[src/rtl/dupwm_pkg.sv]
`timescale 1ns/1ps
package dupwm_pkg;

    // Architectural width of the programmed value and the phase counter
    localparam int unsigned VAL_W = 8;

    // Register select codes on the write port
    localparam logic ADDR_VALUE = 1'b0;
    localparam logic ADDR_CTRL  = 1'b1;

    // Control register field carrying the start flag
    localparam int unsigned CTRL_GO_BIT = 0;

    typedef logic [VAL_W-1:0] val_t;

    typedef enum logic [1:0] {
        PH_IDLE = 2'd0,
        PH_LOW  = 2'd1,
        PH_HIGH = 2'd2
    } phase_e;

    typedef struct packed {
        phase_e phase;
        val_t   cnt;
    } core_st_t;

    localparam core_st_t CORE_PARKED = '{phase: PH_IDLE, cnt: '0};

    // Counter is at the bottom: the next down step underflows
    function automatic logic at_bottom(val_t c);
        return c == '0;
    endfunction

    // Counter is at the top: the next up step overflows
    function automatic logic at_top(val_t c);
        return c == '1;
    endfunction

endpackage

[src/rtl/dupwm_tick.sv]
`timescale 1ns/1ps
module dupwm_tick #(
    parameter int unsigned DIV = 320
) (
    input  logic clk,
    input  logic rst,
    output logic tick
);
    localparam int unsigned CW = (DIV > 1) ? $clog2(DIV) : 1;

    generate
        if (DIV <= 1) begin : g_passthru
            // Divide by one: the enable is always active
            logic unused_ok;
            assign unused_ok = clk ^ rst;
            assign tick = 1'b1;
        end else begin : g_divider
            logic [CW-1:0] div_q;
            logic          wrap;

            assign wrap = (div_q == CW'(DIV - 1));

            always_ff @(posedge clk) begin
                if (rst)       div_q <= '0;
                else if (wrap) div_q <= '0;
                else           div_q <= div_q + 1'b1;
            end

            assign tick = wrap;
        end
    endgenerate

endmodule

[src/rtl/dupwm_regs.sv]
`timescale 1ns/1ps
module dupwm_regs
    import dupwm_pkg::*;
(
    input  logic clk,
    input  logic rst,
    input  logic wr_en,
    input  logic wr_addr,
    input  val_t wr_data,
    output val_t value_o,
    output logic go_o
);
    val_t value_q;
    logic go_q;

    always_ff @(posedge clk) begin
        if (rst) begin
            value_q <= '0;
            go_q    <= 1'b0;
        end else if (wr_en) begin
            if (wr_addr == ADDR_VALUE) value_q <= wr_data;
            else                       go_q    <= wr_data[CTRL_GO_BIT];
        end
    end

    assign value_o = value_q;
    assign go_o    = go_q;

endmodule

[src/rtl/dupwm_core.sv]
`timescale 1ns/1ps
module dupwm_core
    import dupwm_pkg::*;
(
    input  logic     clk,
    input  logic     rst,
    input  logic     tick,
    input  logic     go,
    input  val_t     value,
    output core_st_t st_o,
    output logic     pwm_o
);
    core_st_t st_q, st_d;

    always_comb begin
        st_d = st_q;
        if (!go) begin
            st_d = CORE_PARKED;
        end else begin
            unique case (st_q.phase)
                PH_IDLE: st_d = '{phase: PH_LOW, cnt: value};
                PH_LOW: begin
                    if (tick) begin
                        if (at_bottom(st_q.cnt)) st_d = '{phase: PH_HIGH, cnt: value};
                        else                     st_d.cnt = st_q.cnt - 1'b1;
                    end
                end
                PH_HIGH: begin
                    if (tick) begin
                        if (at_top(st_q.cnt)) st_d = '{phase: PH_LOW, cnt: value};
                        else                  st_d.cnt = st_q.cnt + 1'b1;
                    end
                end
                default: st_d = CORE_PARKED;
            endcase
        end
    end

    always_ff @(posedge clk) begin
        if (rst) st_q <= CORE_PARKED;
        else     st_q <= st_d;
    end

    assign st_o  = st_q;
    assign pwm_o = (st_q.phase == PH_HIGH);

endmodule

[src/rtl/dupwm_gen.sv]
`timescale 1ns/1ps
module dupwm_gen
    import dupwm_pkg::*;
#(
    parameter int unsigned DIV = 320
) (
    input  logic             clk,
    input  logic             rst,
    input  logic             wr_en,
    input  logic             wr_addr,
    input  logic [VAL_W-1:0] wr_data,
    output logic             pwm_out
);
    logic     tick;
    logic     go_q;
    val_t     value_q;
    core_st_t core_st;

    dupwm_tick #(.DIV(DIV)) u_tick (
        .clk  (clk),
        .rst  (rst),
        .tick (tick)
    );

    dupwm_regs u_regs (
        .clk     (clk),
        .rst     (rst),
        .wr_en   (wr_en),
        .wr_addr (wr_addr),
        .wr_data (wr_data),
        .value_o (value_q),
        .go_o    (go_q)
    );

    dupwm_core u_core (
        .clk   (clk),
        .rst   (rst),
        .tick  (tick),
        .go    (go_q),
        .value (value_q),
        .st_o  (core_st),
        .pwm_o (pwm_out)
    );

endmodule

[config.mk]
export PLATFORM = sky130hd
export DESIGN_NAME = dupwm_gen
export DESIGN_NICKNAME = d
export VERILOG_FILES = /design/src/rtl/dupwm_pkg.sv /design/src/rtl/dupwm_tick.sv /design/src/rtl/dupwm_regs.sv /design/src/rtl/dupwm_core.sv /design/src/rtl/dupwm_gen.sv
export SDC_FILE = /design/constraint.sdc
export NUM_CORES = 1
export LEC_CHECK = 0
export ABC_CLOCK_PERIOD_IN_PS = 2250
export BUFFER_PORTS_ARGS = -buffer_cell sky130_fd_sc_hd__buf_4
export CAP_MARGIN = 15
export CORE_MARGIN = 2
export CORE_UTILIZATION = 50
export CTS_CLUSTER_DIAMETER = 60
export CTS_CLUSTER_SIZE = 20
export DETAILED_ROUTE_END_ITERATION = 10
export MAX_ROUTING_LAYER = met4
export PLACE_DENSITY = 0.79
export SETUP_SLACK_MARGIN = 0.15
export SYNTH_ARGS = -nofsm -noshare
export SYNTH_HDL_FRONTEND = slang
export SYNTH_HIERARCHICAL = 1
export SYNTH_SLANG_ARGS = --single-unit
[constraint.sdc]
create_clock -name clk -period 2.25 [get_ports clk]
set_input_delay 0.3375 -clock clk [delete_from_list [all_inputs] [get_ports clk]]
set_output_delay 0.3375 -clock clk [all_outputs]
set_load 0.05 [all_outputs]
Yosys cells after proc, flatten, opt, wreduce, memory -nomap -nowiden:

Cells that the tools add are included.

* bits of input ports: 12
* logic and storage cells: 33
* register bits: 28

* equal/unequal tests: 8
* $add $sub $neg: 3
* reduce and logical (&&, ||, !) cells: 8
* mux-type cells: 7
* bitwise gates (word level): 2

Operators with widths (count)
* $pmux 10 s3: 1
* $mux 10: 2
* $mux 8: 2
* $add 9x1->9 const B: 1
* $eq 9x9->1 const B: 1
* $add 8x1->8 const B: 1
* $eq 8x8->1 const B: 1
* $logic_not 8->1: 1
* $sub 8x1->8 const B: 1
* $ne 2x1->1 const B: 3
* $reduce_and 2->1: 3
* $mux 2: 2
* $reduce_and 4->1: 1
* $reduce_or 2->1: 2
* $eq 2x1->1 const B: 1
* $eq 2x2->1 const B: 1
* $logic_not 2->1: 1
* $ne 2x2->1 const B: 1
* $not 1->1: 2

Longest topological paths before layout:

Gate-level depths: netlist of the first run.

* depth after elaboration: 4
* gate-level depth with buffers: 9
* gate-level depth less buffers: 7

Modules after synthesis:

Netlist of the first run, hierarchy kept.

By module, submodules not included
* dupwm_core: seq. area each 200.2 µm², cells each 126, area each 963.4 µm², times used 1
* dupwm_regs: seq. area each 180.2 µm², cells each 40, area each 444.2 µm², times used 1
* dupwm_tick: seq. area each 180.2 µm², cells each 45, area each 416.6 µm², times used 1

Worst setup path after synthesis of the first run:

OpenSTA, ideal clock, no wires.

* path kind: register -> register
* start: register u_tick.g_divider.div_q[0]
* end: register u_core.st_q, in the netlist u_core/st_o[3]
* required time: 2116 ps
* buffers on the path: 2
* slack: 296 ps
* arrival: 1819 ps
* cell stages (with the launch flop): 9
* cell sequence: dfxtp_1 -> ha_1 -> inv_1 -> nor4_1 -> clkbuf_1 -> a21oi_1 -> buf_6 -> a222oi_1 -> a211oi_1

* word-level cells in the longest chain between the ends: 3
* elaborated cells on any way between the ends: 4
* those cells by class: eq/ne: 3; reduce/logical: 1

RTL lines
* start, declared: RTL line dupwm_tick.sv:18 `logic [CW-1:0] div_q;`
* start signal, assigned: RTL line dupwm_tick.sv:26 `else div_q <= div_q + 1'b1;`
* $eq 9x9->1 (*): RTL line dupwm_tick.sv:21 `assign wrap = (div_q == CW'(DIV - 1));`
* via tick: RTL line dupwm_gen.sv:14 `logic tick;`
* $ne 2x2->1 (no source line) or $ne 2x1->1 (tied branches)
* $reduce_and 2->1 (no source line) (*)
* end signal, assigned: RTL line dupwm_core.sv:41 `else st_q <= st_d;`
* end, declared: RTL line dupwm_core.sv:13 `core_st_t st_q, st_d;`

Mark *: on every way through the listed nets, which the timed path passes. The rest lies on a longest branch.
A chain may end at the register's enable or synchronous reset.

Worst setup path after layout of the first run:

* start: register u_core.st_q, in the netlist u_core/st_o[0]
* end: register u_core.st_q, in the netlist u_core/st_o[1]

* word-level cells in the longest chain between the ends: 4
* elaborated cells on any way between the ends: 9
* those cells by class: add/sub: 2; eq/ne: 1; mux: 5; reduce/logical: 1

RTL lines
* $add 8x1->8, or another cell as far along: RTL line dupwm_core.sv:31 `else st_d.cnt = st_q.cnt + 1'b1;`
* $mux 8, on equally long branches: RTL line dupwm_core.sv:30, dupwm_core.sv:24
* $mux 10, on equally long branches: RTL line dupwm_core.sv:29, dupwm_core.sv:23
* $pmux 10 s3 (*): RTL line dupwm_core.sv:20 `unique case (st_q.phase)`

Every way passes the cells marked *; elsewhere a longest branch is shown, timed or not. The select of a mux whose other input is x is not followed.

==> results of run 1 <==
Yosys cell counts (3+ instances only):
master and number:
ha_1 3, and3_1 3, nor3_1 3, a31oi_1 3, dfxtp_1 28, nand4bb_1 8
nand2_1 17, nand2b_1 12, buf_6 3, o211ai_1 3, nor2_1 11, nand3_1 8
o21ai_2 8, buf_2 3, a21oi_1 18, o21ai_0 9, inv_1 9, nor2b_1 4
metal layers:
metal,global-route usage,part of all wire,up-vias
met5,-,0,-
met4,0.0718,0.010,0
met3,0.0352,0.040,4
met2,0.303,0.46,32
met1,0.263,0.49,762
li1,-,-,812
stage by stage:
step,power (mW),hold WS [ns],cells
finish,0.934,0.272,266
floorplan,0.594,0.407,211
detailed placement,0.622,0.466,262
global route,0.980,0.255,266
global placement,0.621,0.460,262
CTS,0.946,0.254,266
layout make-up:
type / instances / area [µm²]
fillers: 297 / 1420
multi-input cells: 163 / 1160
flip-flops and latches: 28 / 564
repair buffers: 16 / 120
well taps: 46 / 57.6
inverters: 9 / 33.8
clock inverters: 1 / 30.0
clock buffers: 3 / 22.5
worst register-to-register path: cells and delay by family (launching register included):
kind,cells,cell delay [ns]
AO/OA/AOI/OAI,1,0.29
adder cells (fa/ha/maj),1,0.24
buffers and inverters,1,0.08
flip-flops,1,0.38
multiplexers,1,0.31
AND/OR/NAND/NOR,3,0.58
cell families (layout without fill, tap and decap cells):
| group | after synthesis | in the layout | share of synthesized area |
|---|---|---|---|
| xor+xnor | 3 | 3 | 0.0144 |
| flops | 28 | 28 | 0.307 |
| mux | 3 | 3 | 0.0206 |
| fa+ha+maj | 4 | 4 | 0.0261 |
| compound gates | 69 | 69 | 0.276 |
| buf+inv | 20 | 29 | 0.0617 |
| simple gates | 84 | 84 | 0.294 |
state kept, by name (all words and copies together) (netlist names):
signal and count:
u_tick/g_divider.div_q 9, u_core/st_o 10, u_regs/go_o 1, u_regs/value_o 8
final timing paths:
path                             startpoint                        end  slack [ns]  cells after the start
hold reg to reg   u_tick/g_divider.div_q[0]  u_tick/g_divider.div_q[0]        0.46                      1
setup reg to reg             u_core/st_o[0]             u_core/st_o[1]        0.27                      7
setup / recovery             u_core/st_o[0]             u_core/st_o[1]        0.27                      7
hold / removal                   wr_data[0]                u_regs/go_o        0.27                      3
repair_timing:
item	CTS	global route
buffers inserted	0	0
resized for setup	0	8
endpoints found under the setup margin	0	7
hold buffers	0	0
power by group:
| part | internal [mW] | switching (mW) | total, mW |
|---|---|---|---|
| registers | 0.510 | 0.0139 | 0.524 |
| logic | 0.0448 | 0.0436 | 0.0884 |
| clock network | 0.180 | 0.141 | 0.321 |
| total | 0.735 | 0.199 | 0.934 |
==> out/summary.txt, run 1 <==
Status -> finished clean
Layout Skew -> 0.00862 ns
Core Util, Final -> 0.583
Post-route cell area -> 1990 µm²
Vias in the first global route -> 1422
Final period utilization -> 0.881
Max Freq -> 505 MHz
# diodes -> 0
Share of layout cells above drive strength 1 -> 0.232
Count of final setup violators -> 0
Num rows -> 21
Top-Level Pins -> 13
Drt initial violations -> 109
Worst path max stage delay -> 0.38 ns
Asr flop ratio synth -> 0
Dpl cell area -> 1920 µm²
Cell variety after synth -> 61
WL/cell -> 13.9 µm
Tmin final -> 1.98 ns
DRC errors left -> 0
Port bufs -> 12
EDFF count, synth -> 0
Total gr overflow -> 0
Initial antenna violation count -> 0
Core area -> 3420 µm²
Longest Clk Path Bufs -> 2
Post-synth top area cell -> dfxtp_1
Initial DRT Pass Iterations -> 4
Largest net degree at the start of global routing -> 26
Pwr dens -> 469 nW/µm²
Clock-pin slew on the worst setup and hold paths -> 0.14 ns
Crit end category -> register
CP Class -> register to register
Die height -> 64.4 µm
Clk sink count -> 28
Final Max Slew Viols -> 0
Nets -> 236
H-Tree Depth -> 1
CP arrival -> 2.19 ns
Total negative slack -> 0 ns
Worst slew margin -> 0.691
WL final -> 3710 µm
RSZ-0062 raised after global routing -> no
Synthesized area -> 1820 µm²
Post-DP HPWL -> 2820 µm
Ys Warns -> 6
Worst slew pin tran -> 0.459 ns
Top cell family by delay on the critical path -> simple AND/OR/NAND/NOR gates
Required time of the critical path -> 2.46 ns
Commonest non-fill, non-tap cells in the layout -> dfxtp_1 (25), nand2_1 (17), a21oi_1 (17), buf_4 (16), nand2b_1 (12)
Clock Root Buffer -> clkbuf_4
Initial Util -> 0.534
Main flop type after synthesis -> dfxtp_1
VDD IR max -> 446 µV
Routability-driven placement congestion ratio -> 0.917
Mean Syn Cell Area -> 8.65 µm²
Number of buffers created by CTS -> 3
Pre-CTS setup slack -> 0.213 ns
CP Max Fanout -> 7
Max Cap Viol -> 0
Fin. Hold Viols -> 0
Die width -> 64.4 µm
Leak Pwr -> 0.722 nW
Worst-Skew Late Latency -> 0.32 ns
Post-synthesis register bit count -> 28
Crit-path cells -> inv_1 -> ha_1 -> nor4b_4 -> nand2_2 -> mux2_4 -> a222oi_1 -> nor3_1
Hold Crit Class -> primary input to register
Global-route wire length before repair -> 6450 µm
Die ar. -> 4150 µm²
Most common cell after layout, fill and taps aside -> dfxtp_1
Worst setup SP type -> register
Final worst slack -> 0.268 ns
GRT Total Usage -> 0.198
Synth top area share -> 0.307
Post-synthesis sequential area ratio -> 0.307
Cells after synthesis -> 211
Syn nets -> 226
Largest cells by area after synthesis -> dfxtp_1 (31%), a21oi_1 (4.9%), nand4bb_1 (4.9%)
ANT nets after route -> 0
CTS tree -> done
Via count -> 1610
DR vias/cell -> 6.05
Buf+Inv Stages, Crit Path -> 1
CP max-delay cell -> dfxtp_2
Synthesis-to-finish area growth -> 9.19%
No activity file was read; power rests on OpenSTA's default activity.
==> run 2: changes to the inputs <==
--- a/config.mk
+++ b/config.mk
@@ -15,6 +15,7 @@
 export DETAILED_ROUTE_END_ITERATION = 10
 export MAX_ROUTING_LAYER = met4
 export PLACE_DENSITY = 0.79
+export RECOVER_POWER = 50
 export SETUP_SLACK_MARGIN = 0.15
 export SYNTH_ARGS = -nofsm -noshare
 export SYNTH_HDL_FRONTEND = slang
==> run 2 against run 1 <==
Design area down 2.7%. Die area unchanged. Non-clock buffer count unchanged. Power down 0.80%. Register-to-register slack about the same. Maximum frequency up 0.33%. First-iteration DRC count up 1.8%. Clock skew about the same. Cell count unchanged. Via count down 0.12%. Critical path type unchanged. Critical endpoint unchanged. Largest cell class unchanged. Highest routed layer unchanged.
==> out/summary.txt, run 2 (synthesis results as in run 1) <==
Met3 WL -> 173 µm (+16%)
DR vias/cell -> 6.05 (-0.12%)
Tmin final -> 1.98 ns (-0.00653 ns)
Synthesis-to-finish area growth -> 6.24%
Commonest non-fill, non-tap cells in the layout -> dfxtp_1 (25), nand2_1 (17), a21oi_1 (17), buf_4 (15), o21ai_0 (14)
Initial Util -> 0.534 (unchanged)
CP Max Fanout -> 7 (unchanged)
CTS Hold Bufs -> 0 (unchanged)
Share of layout cells above drive strength 1 -> 0.182 (-0.0500)
Largest net degree at the start of global routing -> 26 (unchanged)
ANT nets after route -> 0 (unchanged)
Num rows -> 21 (unchanged)
Worst r2r src -> u_core/st_o[0]
Max Freq -> 506 MHz (+0.33%)
CTS tree -> done
DRC errors left -> 0 (unchanged)
Nets -> 236 (unchanged)
Final period utilization -> 0.878 (-0.00290)
Die height -> 64.4 µm (unchanged)
Leak Pwr -> 0.691 nW (-4.3%)
VDD IR max -> 459 µV (+2.9%)
Fin. Hold Viols -> 0 (unchanged)
Pwr dens -> 478 nW/µm² (+2.0%)
Status -> finished clean
H-Tree Depth -> 1 (unchanged)
Met1 WL -> 1810 µm (-1.3%)
Number of flip-flops in the largest register -> 10 (unchanged)
Setup bufs post-CTS -> 0 (unchanged)
Global-route wire length before repair -> 6450 µm (unchanged)
Hold Crit Class -> primary input to register
Number of buffers created by CTS -> 3 (unchanged)
Core area -> 3420 µm² (unchanged)
Most common cell after layout, fill and taps aside -> dfxtp_1
Layout Skew -> 0.00813 ns (-0.000487 ns)
# diodes -> 0 (unchanged)
Via count -> 1608 (-0.12%)
Worst slew margin -> 0.514 (-0.176)
Worst-Skew Late Latency -> 0.32 ns (about the same)
Final Max Slew Viols -> 0 (unchanged)
Met2 wire length -> 1680 µm (-0.77%)
Initial DRT Pass Iterations -> 7 (+3)
CP startpoint -> u_core/st_o[0]
Post-route cell area -> 1940 µm² (-2.7%)
Routability-driven placement congestion ratio -> 0.917 (unchanged)
Clk sink count -> 28 (unchanged)
Clock Root Buffer -> clkbuf_4
WL/cell -> 14.0 µm (+0.32%)
Worst slew pin tran -> 0.719 ns (+0.260 ns)
WL final -> 3720 µm (+0.32%)
Max Cap Viol -> 0 (unchanged)
Top-Level Pins -> 13 (unchanged)
Dpl cell area -> 1920 µm² (unchanged)
Die ar. -> 4150 µm² (unchanged)
CP arrival -> 2.18 ns (about the same)
RSZ-0062 raised after global routing -> no
Count of final setup violators -> 0 (unchanged)
Post-DP HPWL -> 2820 µm (unchanged)
Worst setup SP type -> register
Crit end category -> register
Total gr overflow -> 0 (unchanged)
Port bufs -> 12 (unchanged)
DR top layer -> met4
Vias in the first global route -> 1422 (unchanged)
Longest Clk Path Bufs -> 2 (unchanged)
Die width -> 64.4 µm (unchanged)
Total negative slack -> 0 ns (unchanged)
CP Class -> register to register
CTS resizes -> 0 (unchanged)
Hold Crit Start -> wr_data[2]
Drt initial violations -> 111 (+1.8%)
Initial antenna violation count -> 0 (unchanged)
Required time of the critical path -> 2.46 ns (about the same)
Clock-pin slew on the worst setup and hold paths -> 0.15 ns (about the same)
GRT Total Usage -> 0.198 (unchanged)
==> run 2: final timing paths <==
| path | endpoint | slack [ns] | cells after the start |
|---|---|---|---|
| max reg2reg | u_core/st_o[1] | 0.27 | 7 |
| min reg2reg | u_tick/g_divider.div_q[0] | 0.46 | 1 |
| max | u_core/st_o[1] | 0.27 | 7 |
| min | u_regs/value_o[2] | 0.26 | 3 |
==> run 2: layout make-up <==
cell class | instances | area, µm²
fill | 315 | 1480
multi-input combinational | 163 | 1110
sequential | 28 | 564
timing repair buffer | 16 | 116
tap | 46 | 57.6
inverter | 9 | 33.8
clock inverter | 1 | 30.0
clock buffer | 3 | 22.5
==> run 2: critical path, stage by stage (launching register included) <==
cell and delay [ns]:
dfxtp_2 0.38, inv_1 0.08, ha_1 0.23, nor4b_4 0.36, nand2_2 0.13, mux2_4 0.31
a222oi_1 0.30, nor3_1 0.08
==> run 2: report_power, final <==
group,internal [mW],switching (mW)
clock network,0.180,0.141
logic,0.0409,0.0405
registers,0.510,0.0132
total,0.731,0.195
==> run 2: metrics by stage <==
step | util | hold slack, ns | std cells | total power [mW] | worst slack, ns
after global routing | 0.567 | 0.255 | 266 | 0.973 | 0.120
after CTS | 0.578 | 0.254 | 266 | 0.946 | 0.165
after floorplan | - | 0.407 | 211 | 0.594 | 0.296
final | 0.567 | 0.262 | 266 | 0.926 | 0.274
after global placement | 0.563 | 0.460 | 262 | 0.621 | 0.222
after detailed placement | 0.563 | 0.466 | 262 | 0.622 | 0.213
==> run 2: routing by layer <==
metal / vias up / global-route usage
li1: 808 / -
met1: 754 / 0.263
met2: 39 / 0.303
met3: 7 / 0.0352
met4: 0 / 0.0718
met5: - / -
